## src/rtl/arx_key_sched.sv

```systemverilog
module arx_key_sched #(
  parameter logic [255:0] DELTA = 256'he5c40957_e04ef22a_c785da0a_715ea49e_78df30ec_79e27c8a_44626b02_c3efe9db
) (
  input  logic         clk,
  input  logic         rst_n,
  input  logic         start,
  input  logic [1:0]   mode,
  input  logic         decrypt,
  input  logic         key_we,
  input  logic [31:0]  key_word,
  output logic         rk_valid,
  output logic [191:0] rk
);

  typedef enum logic [1:0] {S_IDLE, S_LOAD, S_FWD, S_BWD} st_t;

  st_t         st;
  logic [1:0]  mode_q;
  logic        dec_q;
  logic [4:0]  rnd;
  logic [1:0]  ph;
  logic [2:0]  ldc;
  logic [31:0] t [8];
  logic        done_pulse;
  logic [4:0]  emit_idx;

  function automatic logic [31:0] rol(input logic [31:0] x, input logic [4:0] s);
    logic [63:0] d;
    d = {x, x} << s;
    return d[63:32];
  endfunction

  function automatic logic [4:0] ramt(input logic [2:0] j);
    case (j)
      3'd0: return 5'd1;
      3'd1: return 5'd3;
      3'd2: return 5'd6;
      3'd3: return 5'd11;
      3'd4: return 5'd13;
      default: return 5'd17;
    endcase
  endfunction

  function automatic logic [31:0] lane(input logic [31:0] x, input logic [31:0] k,
                                       input logic [4:0] r, input logic fwd);
    if (fwd) return rol(x + k, r);
    else     return rol(x, 5'(5'd0 - r)) - k;
  endfunction

  function automatic logic [2:0] phys(input logic [2:0] l, input logic [2:0] eb);
    logic [2:0] b;
    b = eb - 3'd1 - {1'b0, l[2:1]};
    return {b[1:0], l[0]};
  endfunction

  wire m256 = (mode_q == 2'b10);
  wire m192 = (mode_q == 2'b01);
  wire m128 = !m256 && !m192;

  wire [2:0] ebank    = m256 ? 3'd4  : (m192 ? 3'd3  : 3'd2);
  wire [2:0] last_ld  = m256 ? 3'd7  : (m192 ? 3'd5  : 3'd3);
  wire [4:0] last_rnd = m256 ? 5'd31 : (m192 ? 5'd27 : 5'd23);
  wire [1:0] last_ph  = m256 ? 2'd3  : 2'd2;
  wire [1:0] last_cmp = m128 ? 2'd1  : 2'd2;

  wire running = (st == S_FWD) || (st == S_BWD);
  wire compute = running && (ph <= last_cmp);
  wire fwd     = (st == S_FWD);

  wire [1:0] q   = fwd ? ph : 2'(last_cmp - ph);
  wire [2:0] je  = {q, 1'b0};
  wire [2:0] jo  = {q, 1'b1};
  wire [2:0] off = m256 ? 3'(rnd * 5'd6) : 3'd0;
  wire [2:0] pe  = phys(3'(off + je), ebank);
  wire [2:0] po  = phys(3'(off + jo), ebank);

  wire [2:0]  cidx = m256 ? rnd[2:0] : (m192 ? 3'(rnd % 5'd6) : {1'b0, rnd[1:0]});
  wire [31:0] cst  = DELTA[{cidx, 5'b0} +: 32];
  wire [31:0] ke   = rol(cst, 5'(rnd + {2'b0, je}));
  wire [31:0] ko   = rol(cst, 5'(rnd + {2'b0, jo}));
  wire [31:0] ye   = lane(t[pe], ke, ramt(je), fwd);
  wire [31:0] yo   = lane(t[po], ko, ramt(jo), fwd);

  wire [2:0] eoff = 3'(emit_idx * 5'd6);

  function automatic logic [2:0] outsel(input logic [2:0] j, input logic a128,
                                        input logic a256, input logic [2:0] base);
    if (a256) return 3'(base + j);
    if (a128) begin
      case (j)
        3'd0: return 3'd0;
        3'd2: return 3'd2;
        3'd4: return 3'd3;
        default: return 3'd1;
      endcase
    end
    return j;
  endfunction

  logic [191:0] rk_mux;
  always_comb begin
    for (int j = 0; j < 6; j++)
      rk_mux[32*j +: 32] = t[phys(outsel(3'(j), m128, m256, eoff), ebank)];
  end

  always_ff @(posedge clk) begin
    if (!rst_n) begin
      st         <= S_IDLE;
      mode_q     <= 2'b00;
      dec_q      <= 1'b0;
      rnd        <= '0;
      ph         <= '0;
      ldc        <= '0;
      done_pulse <= 1'b0;
      emit_idx   <= '0;
      rk_valid   <= 1'b0;
      rk         <= '0;
      for (int i = 0; i < 8; i++) t[i] <= '0;
    end else begin
      done_pulse <= 1'b0;
      rk_valid   <= done_pulse;
      if (done_pulse) rk <= rk_mux;
      case (st)
        S_IDLE: if (start) begin
          mode_q <= mode;
          dec_q  <= decrypt;
          ldc    <= '0;
          st     <= S_LOAD;
        end
        S_LOAD: if (key_we) begin
          if (!ldc[0]) begin
            t[6] <= t[4]; t[4] <= t[2]; t[2] <= t[0]; t[0] <= key_word;
          end else begin
            t[7] <= t[5]; t[5] <= t[3]; t[3] <= t[1]; t[1] <= key_word;
          end
          ldc <= ldc + 3'd1;
          if (ldc == last_ld) begin
            st  <= S_FWD;
            rnd <= '0;
            ph  <= '0;
          end
        end
        default: begin
          if (compute) begin
            t[pe] <= ye;
            t[po] <= yo;
          end
          if (ph == last_cmp && (!fwd || !dec_q || rnd == last_rnd)) begin
            done_pulse <= 1'b1;
            emit_idx   <= fwd ? rnd : rnd - 5'd1;
          end
          if (ph == last_ph) begin
            ph <= '0;
            if (fwd) begin
              if (rnd == last_rnd) st <= dec_q ? S_BWD : S_IDLE;
              else                 rnd <= rnd + 5'd1;
            end else begin
              if (rnd == 5'd1) st <= S_IDLE;
              else             rnd <= rnd - 5'd1;
            end
          end else begin
            ph <= ph + 2'd1;
          end
        end
      endcase
    end
  end

  p_load_even_r1: assert property (@(posedge clk) disable iff (!rst_n)
    (st == S_LOAD && key_we && !ldc[0]) |=> (t[0] == $past(key_word)));
  p_load_odd_r1: assert property (@(posedge clk) disable iff (!rst_n)
    (st == S_LOAD && key_we && ldc[0]) |=> (t[1] == $past(key_word)));
  p_single_strobe_r8: assert property (@(posedge clk) disable iff (!rst_n)
    rk_valid |=> !rk_valid);
  p_rk_hold_r8: assert property (@(posedge clk) disable iff (!rst_n)
    !$stable(rk) |-> rk_valid);
  p_strobe_gap_r3: assert property (@(posedge clk) disable iff (!rst_n)
    $rose(rk_valid) |=> !rk_valid);
  p_round_bound_r2: assert property (@(posedge clk) disable iff (!rst_n)
    running |-> (rnd <= last_rnd && ph <= last_ph));

endmodule

```

## config.mk

```make
export PLATFORM = sky130hd
export DESIGN_NAME = arx_key_sched
export DESIGN_NICKNAME = d
export VERILOG_FILES = /design/src/rtl/arx_key_sched.sv
export SDC_FILE = /design/constraint.sdc
export NUM_CORES = 2
export LEC_CHECK = 0
export ABC_AREA = 1
export BUFFER_PORTS_ARGS = -buffer_cell sky130_fd_sc_hd__buf_4
export CORE_UTILIZATION = 45
export CTS_BUF_LIST = sky130_fd_sc_hd__clkbuf_16
export DETAILED_ROUTE_END_ITERATION = 16
export PLACE_DENSITY = 0.61
export SETUP_SLACK_MARGIN = 0.05
export SYNTH_ARGS = -nofsm -noshare
export SYNTH_HDL_FRONTEND = slang
export SYNTH_SLANG_ARGS = --single-unit
```

## constraint.sdc

```tcl
create_clock -name clk -period 10.2 [get_ports clk]
set_clock_uncertainty 0.15 [all_clocks]
set_input_delay 3.06 -clock clk [delete_from_list [all_inputs] [get_ports clk]]
set_output_delay 3.06 -clock clk [all_outputs]
set_load 0.005 [all_outputs]
```

; ---- Word level (Yosys, flattened, before mapping)
; Memory sizes are Yosys's and may differ from the RTL's. A register that Yosys moved wholly into a read port is not among the register bits.
; Index checks and enable logic that the tools add are counted.
[word_totals]
regBits = 22
mem_bits_rw = 256
in_bits = 39
output_inout_bits = 193
wordCells = 210
n_memories = 1
[op_classes]
addsub = 29
multipliers = 2
n_div = 1
magnitude_cmp = 1
eq_ne = 18
n_shift = 7
muxes = 97
bitwise_logic = 11
n_reduce_logical = 34
[mem_list]
columns = memory, words, word_bits, read_ports, rd_ports_with_merged_regs, write_ports, line_no
row1 = t, 8, 32, 14, 6, 8, 23  ; logic [31:0] t [8];
[ops]
columns = operator, n
row1 = 32-bit 2-to-1 mux, 12
row2 = 64-bit by 5-bit << shifter with 64-bit output, 6
row3 = 256-bit by 9-bit variable part select with 32-bit output (first input constant), 1
row4 = 3-bit 2-to-1 mux, 33
row5 = 32-bit adder, 2
row6 = 32-bit OR reduction, 2
row7 = 32-bit subtractor, 2
row8 = 5-bit 2-to-1 mux, 7
row9 = 5-bit one-hot mux with 3 select lines, 2
row10 = 2-bit 2-to-1 mux, 14
row11 = 1-bit 2-to-1 mux, 23
row12 = 2-bit subtractor, 9
row13 = 6-bit AND reduction, 2
row14 = 5-bit by 3-bit adder with 5-bit output, 2
row15 = 1-bit logical NOT, 10
row16 = 5-bit by 2-bit multiplier with 2-bit output (second input constant), 2
row17 = 5-bit one-hot mux with 2 select lines, 1
row18 = 1-bit by 5-bit subtractor with 5-bit output (first input constant), 2
row19 = 2-bit == test (second input constant), 4
row20 = 4-bit 2-to-1 mux, 2
row21 = 1-bit bitwise OR, 8
row22 = 2-bit one-hot mux with 2 select lines, 2
row23 = 3-bit by 1-bit adder with 3-bit output (second input constant), 2
row24 = 3-bit by 2-bit adder with 3-bit output (second input constant), 2
row25 = other kinds (29), 48

; ---- Depth between registers and ports, before layout
[logic_depth]
ltp_word = 13
ltp_mapped = 65
ltp_nobuf = 62

; ---- Worst setup path after synthesis
; Ideal clock, no wire load.
[synth_path]
path_kind = register to register
from = register rnd[0]
to = memory t[7][10], data pin
setup_ps = 274
arrival_time_ps = 7868
required_time_ps = 9776
setup_slack_ps = 1908
stages_incl_launch_ff = 50
path_buffers = 3
synth_period_minus_slack_ps = 8292
cell_sequence = dfxtp_1 -> inv_1 -> clkbuf_1 -> clkbuf_1 -> clkbuf_1 -> ha_1 -> nand2_1 -> inv_1 -> nand2_2 -> nand2_2 -> nand2_1 -> nand2_1 -> inv_1 -> ha_1 -> o21bai_1 -> a21oi_2 -> nand3_2 -> nand2_1 -> [... 14 more ...] -> inv_1 -> ha_1 -> nand3_1 -> o21bai_1 -> a21boi_1 -> o21ai_0 -> a21boi_0 -> o21ai_1 -> a21oi_1 -> o21ai_0 -> a21boi_1 -> o21bai_1 -> a21boi_1 -> o21ai_0 -> xor2_1 -> o221ai_1 -> a21oi_1 -> o22ai_1
[synth_lines]
columns = element, line_no
row1 = "start, declared", 20  ; logic [4:0] rnd;
row2 = "start signal, assigned", 156  ; else rnd <= rnd + 5'd1;
row3 = "start signal, assigned", 159  ; else rnd <= rnd - 5'd1;
row4 = "end, declared", 23

==> flow_results.org <==
** Floorplan
- Die Width :: 307.0 um
- The die covers 0.09425 mm2.
- The floorplan step defined a core boundary enclosing 0.09194 mm2.
- After floorplanning, the core was divided into 111 placement rows.
- For this design the top-level I/O count stands at 232.
- Height of the die :: 307.0 um
- Initial core utilization :: 45.53%

** Worst setup path
- On the critical path the largest part of the delay comes from compound AO/OA/AOI/OAI gates.
- STA classifies the critical path startpoint as a flip-flop.
- In this run the critical register-to-register path is launched from mode_q[0].
- For this design, the slowest cell found on the critical path is sky130_fd_sc_hd__o221ai_1.
- The critical path is of the reg -> reg type.
- Worst-path fanout max :: 19
- Setup slack of the worst register-to-register path :: 430 ps
- Crit path to :: t[5][31]
- Endpoint kind of the worst setup timing path :: flip-flop
- Cell depth of the worst flop-to-flop path :: 40
- The number of buffers and inverters on the critical path is 9.
- Number of cells on the critical path :: 40
- Data required, critical path :: 10,400 ps
- The largest single stage delay on the critical path is 910 ps.
- Reg2reg end :: t[5][31]
- Crit path DAT :: 9970 ps
- Tracing the worst setup path back leads to its startpoint at mode_q[0].

** Detailed routing
- Detailed-route wire length per cell :: 28.06 um
- DR vias :: 47,800
- For this run, design rule violations remaining after detail routing come to 0.
- Sum of routed wire length over all layers :: 211,800 um
- After detailed routing, the number of vias per cell comes to 6.334.
- Initial DRC count :: 7,795
- Once detail routing completed, the nets flagged for antenna violations numbered 0.
- Iteration count of the initial detailed-routing pass :: 7

** STA
- Final number of max-transition violations :: 0
- Period minus WS final :: 9766 ps
- Total count of hold-check failures in the final report :: 0
- Of the available clock period, the critical path in the final layout requires 95.74%.
- For the pin with the worst max-slew slack, the measured transition is 1424 ps.
- Timing would allow up to 0.1024 GHz.
- Max-Slew Margin vs Limit :: 5.062%
- Adding up every negative setup slack in the final design gives 0 ps.
- Hold slack final :: 308.7 ps
- Number of setup violations in the final report :: 0
- Setup repair after global routing left no endpoint under its margin.

** Synth
- The top cell type by area accounts for 18.36% of the synthesized area.
- Post-synthesis share of cell area spent on xor and xnor gates :: 1.919%
- Synthesized Nets :: 6,506
- The most used flip-flop cell after synthesis is sky130_fd_sc_hd__edfxtp_1.
- Cells after synthesis :: 6,308
- Post-synth top area cell :: sky130_fd_sc_hd__edfxtp_1
- Number of flops mapped to enable cells by yosys :: 256
- Synth area leaders :: sky130_fd_sc_hd__edfxtp_1 18%, sky130_fd_sc_hd__nand2_1 14%, sky130_fd_sc_hd__dfxtp_1 10%
- Sequential area share after synthesis :: 28.45%
- The mapped netlist covers 0.04186 mm2.
- After synthesis, the largest family of logic cells by area is compound AO/OA/AOI/OAI gates.
- In this run, distinct cell masters in the synthesized netlist total 73.
- The Yosys step of the flow raised 0 warnings.
- Post-synthesis mux area share :: 1.004%
- The synthesized netlist devotes 28.04% of its cell area to compound gates.
- Counting flops and latches in the post-synthesis netlist gives 467.
- Share of synthesized flip-flops with an asynchronous set or reset :: 0%
- Summing the areas of all fa, ha and maj instances in the mapped netlist gives 4.878% of the synthesized area.
- Synth Area per Inst :: 6.636 um2
- After Yosys synthesis, and, or, nand and nor cells account for 24.61% of the synthesized area.

** GRT
- The number of antenna violations at the first check in global routing came to 17.
- The total overflow left after global routing is 0.
- The first global-routing pass estimated 300,200 um of wire.
- Global routing used 43.45% of the available tracks.
- Entering global routing, the biggest net connects 195 pins.
- Via count of the first global-routing pass :: 42,560

** Clock network
- In this run the clock root is driven by a sky130_fd_sc_hd__clkbuf_16.
- In this run, post-CTS hold repair placed 0 buffers.
- The longest clock path from root to sink contains 3 buffers.
- CTS Sinks :: 467
- TritonCTS built the clock tree.
- CTS Buf Count :: 51
- Clock latency at the later pin of the worst-skew pair :: 640 ps
- The H-tree was split into 2 levels.
- Clock transition at the registers of the reported paths :: 60 ps

** Place
- The congestion estimate from routability-driven global placement came to 1.053.
- # port buffers :: 231
- Post-DP HPWL :: 159,600 um

** Run
- Across the run, the number of max-cap violations was 0.

** Outcome
- The run finished with clean final reports.

** Finish
- From synthesis to final layout, the design area changed by 9.343%.
- Share of post-route cells with drive strength above 1 :: 9.196%
- Nets :: 6,454
- Most frequent cells in the layout :: 1,523 x sky130_fd_sc_hd__nand2_1, 775 x sky130_fd_sc_hd__o21ai_0, 665 x sky130_fd_sc_hd__inv_1
- Leaving out fill and tap cells, the most frequent cell in the layout is sky130_fd_sc_hd__nand2_1.

** Hold path
- The worst hold path belongs to the class reg -> reg.
==> state kept, by name, indices dropped and copies added (netlist names) <==
name        flops
ph              2
t             256
rk            192
st              2
done_pulse      1
dec_q           1
ldc             3
rk_valid        1
mode_q          2
rnd             5
emit_idx        2
==> cell type report <==
type,instances,area [um2]
Fill cell,9713,46170
Multi-Input combinational cell,4718,25480
Sequential cell,467,11920
Inverter,684,2574
Timing Repair Buffer,334,2561
Tap cell,1243,1555
Clock buffer,59,1476
Clock inverter,34,193.9
Antenna cell,8,20.02
==> how the worst min path moves through the flow <==
stage | slack (ps) | from | endpoint | cells after the start
floorplan | 280 | dec_q | dec_q | 2
global placement | 290 | dec_q | dec_q | 2
detailed placement | 300 | dec_q | dec_q | 2
CTS | 310 | dec_q | dec_q | 2
global route | 330 | dec_q | dec_q | 2
finish | 310 | dec_q | dec_q | 2
==> Yosys cell counts, types with 43 or more instances <==
cell and count:
sky130_fd_sc_hd__nor2_1 227, sky130_fd_sc_hd__inv_1 658, sky130_fd_sc_hd__clkbuf_1 307, sky130_fd_sc_hd__xor2_1 59, sky130_fd_sc_hd__a21oi_1 467, sky130_fd_sc_hd__buf_1 43, sky130_fd_sc_hd__o211ai_1 315, sky130_fd_sc_hd__a31oi_1 56
sky130_fd_sc_hd__o22ai_1 118, sky130_fd_sc_hd__dfxtp_1 211, sky130_fd_sc_hd__o221ai_1 66, sky130_fd_sc_hd__nand3_1 498, sky130_fd_sc_hd__nand2_1 1530, sky130_fd_sc_hd__a22oi_1 61, sky130_fd_sc_hd__ha_1 152, sky130_fd_sc_hd__edfxtp_1 256
sky130_fd_sc_hd__o21ai_0 777
==> routing by layer <==
metal	routed length, um	vias to the layer above	track usage (%)
met2	88130	3190	65.07
met1	83980	22230	57.46
met3	24290	666	9.862
met4	15310	16	24.52
met5	95	-	0
li1	-	21700	-
==> tightest hold or removal path, delay by kind of cell (launching register included) <==
family	cells	cell delay [ps]
compound gates	1	50
buf+inv	1	60
flops	1	300
==> stage by stage <==
| stage | cell area [um2] | cells | setup WS, ps | utilization (%) |
|---|---|---|---|---|
| 4_1_cts | 45660 | 7534 | 638.0 | 49.67 |
| 3_5_place_dp | 43990 | 7441 | 653.0 | 47.85 |
| 3_3_place_gp | 43990 | 7441 | 618.9 | 47.85 |
| 2_1_floorplan | 41860 | 6308 | 1908 | - |
| 5_1_grt | 45760 | 7540 | 50.33 | 49.77 |
| 6_report | 45770 | 7547 | 434.1 | 49.79 |
==> cell families (layout without fill, tap and decap cells) <==
kind of cell | Yosys count | in the layout
adders and majority gates | 159 | 159
xor gates and xnor gates | 90 | 90
AOI/OAI and AO/OA | 1996 | 1996
DFF | 467 | 467
muxes | 42 | 42
and+or+nand+nor | 2430 | 2431
other | 0 | 8
buffers and inverters | 1124 | 1111
==> what timing repair did <==
| item | 4_1_cts | 5_1_grt |
|---|---|---|
| setup buffers | 0 | 4 |
| setup endpoints to repair | 0 | 24 |
| resized for setup | 0 | 9 |
Power is not shown: default switching activity piles up to over one toggle a cycle in this logic, so the estimate is an artifact.
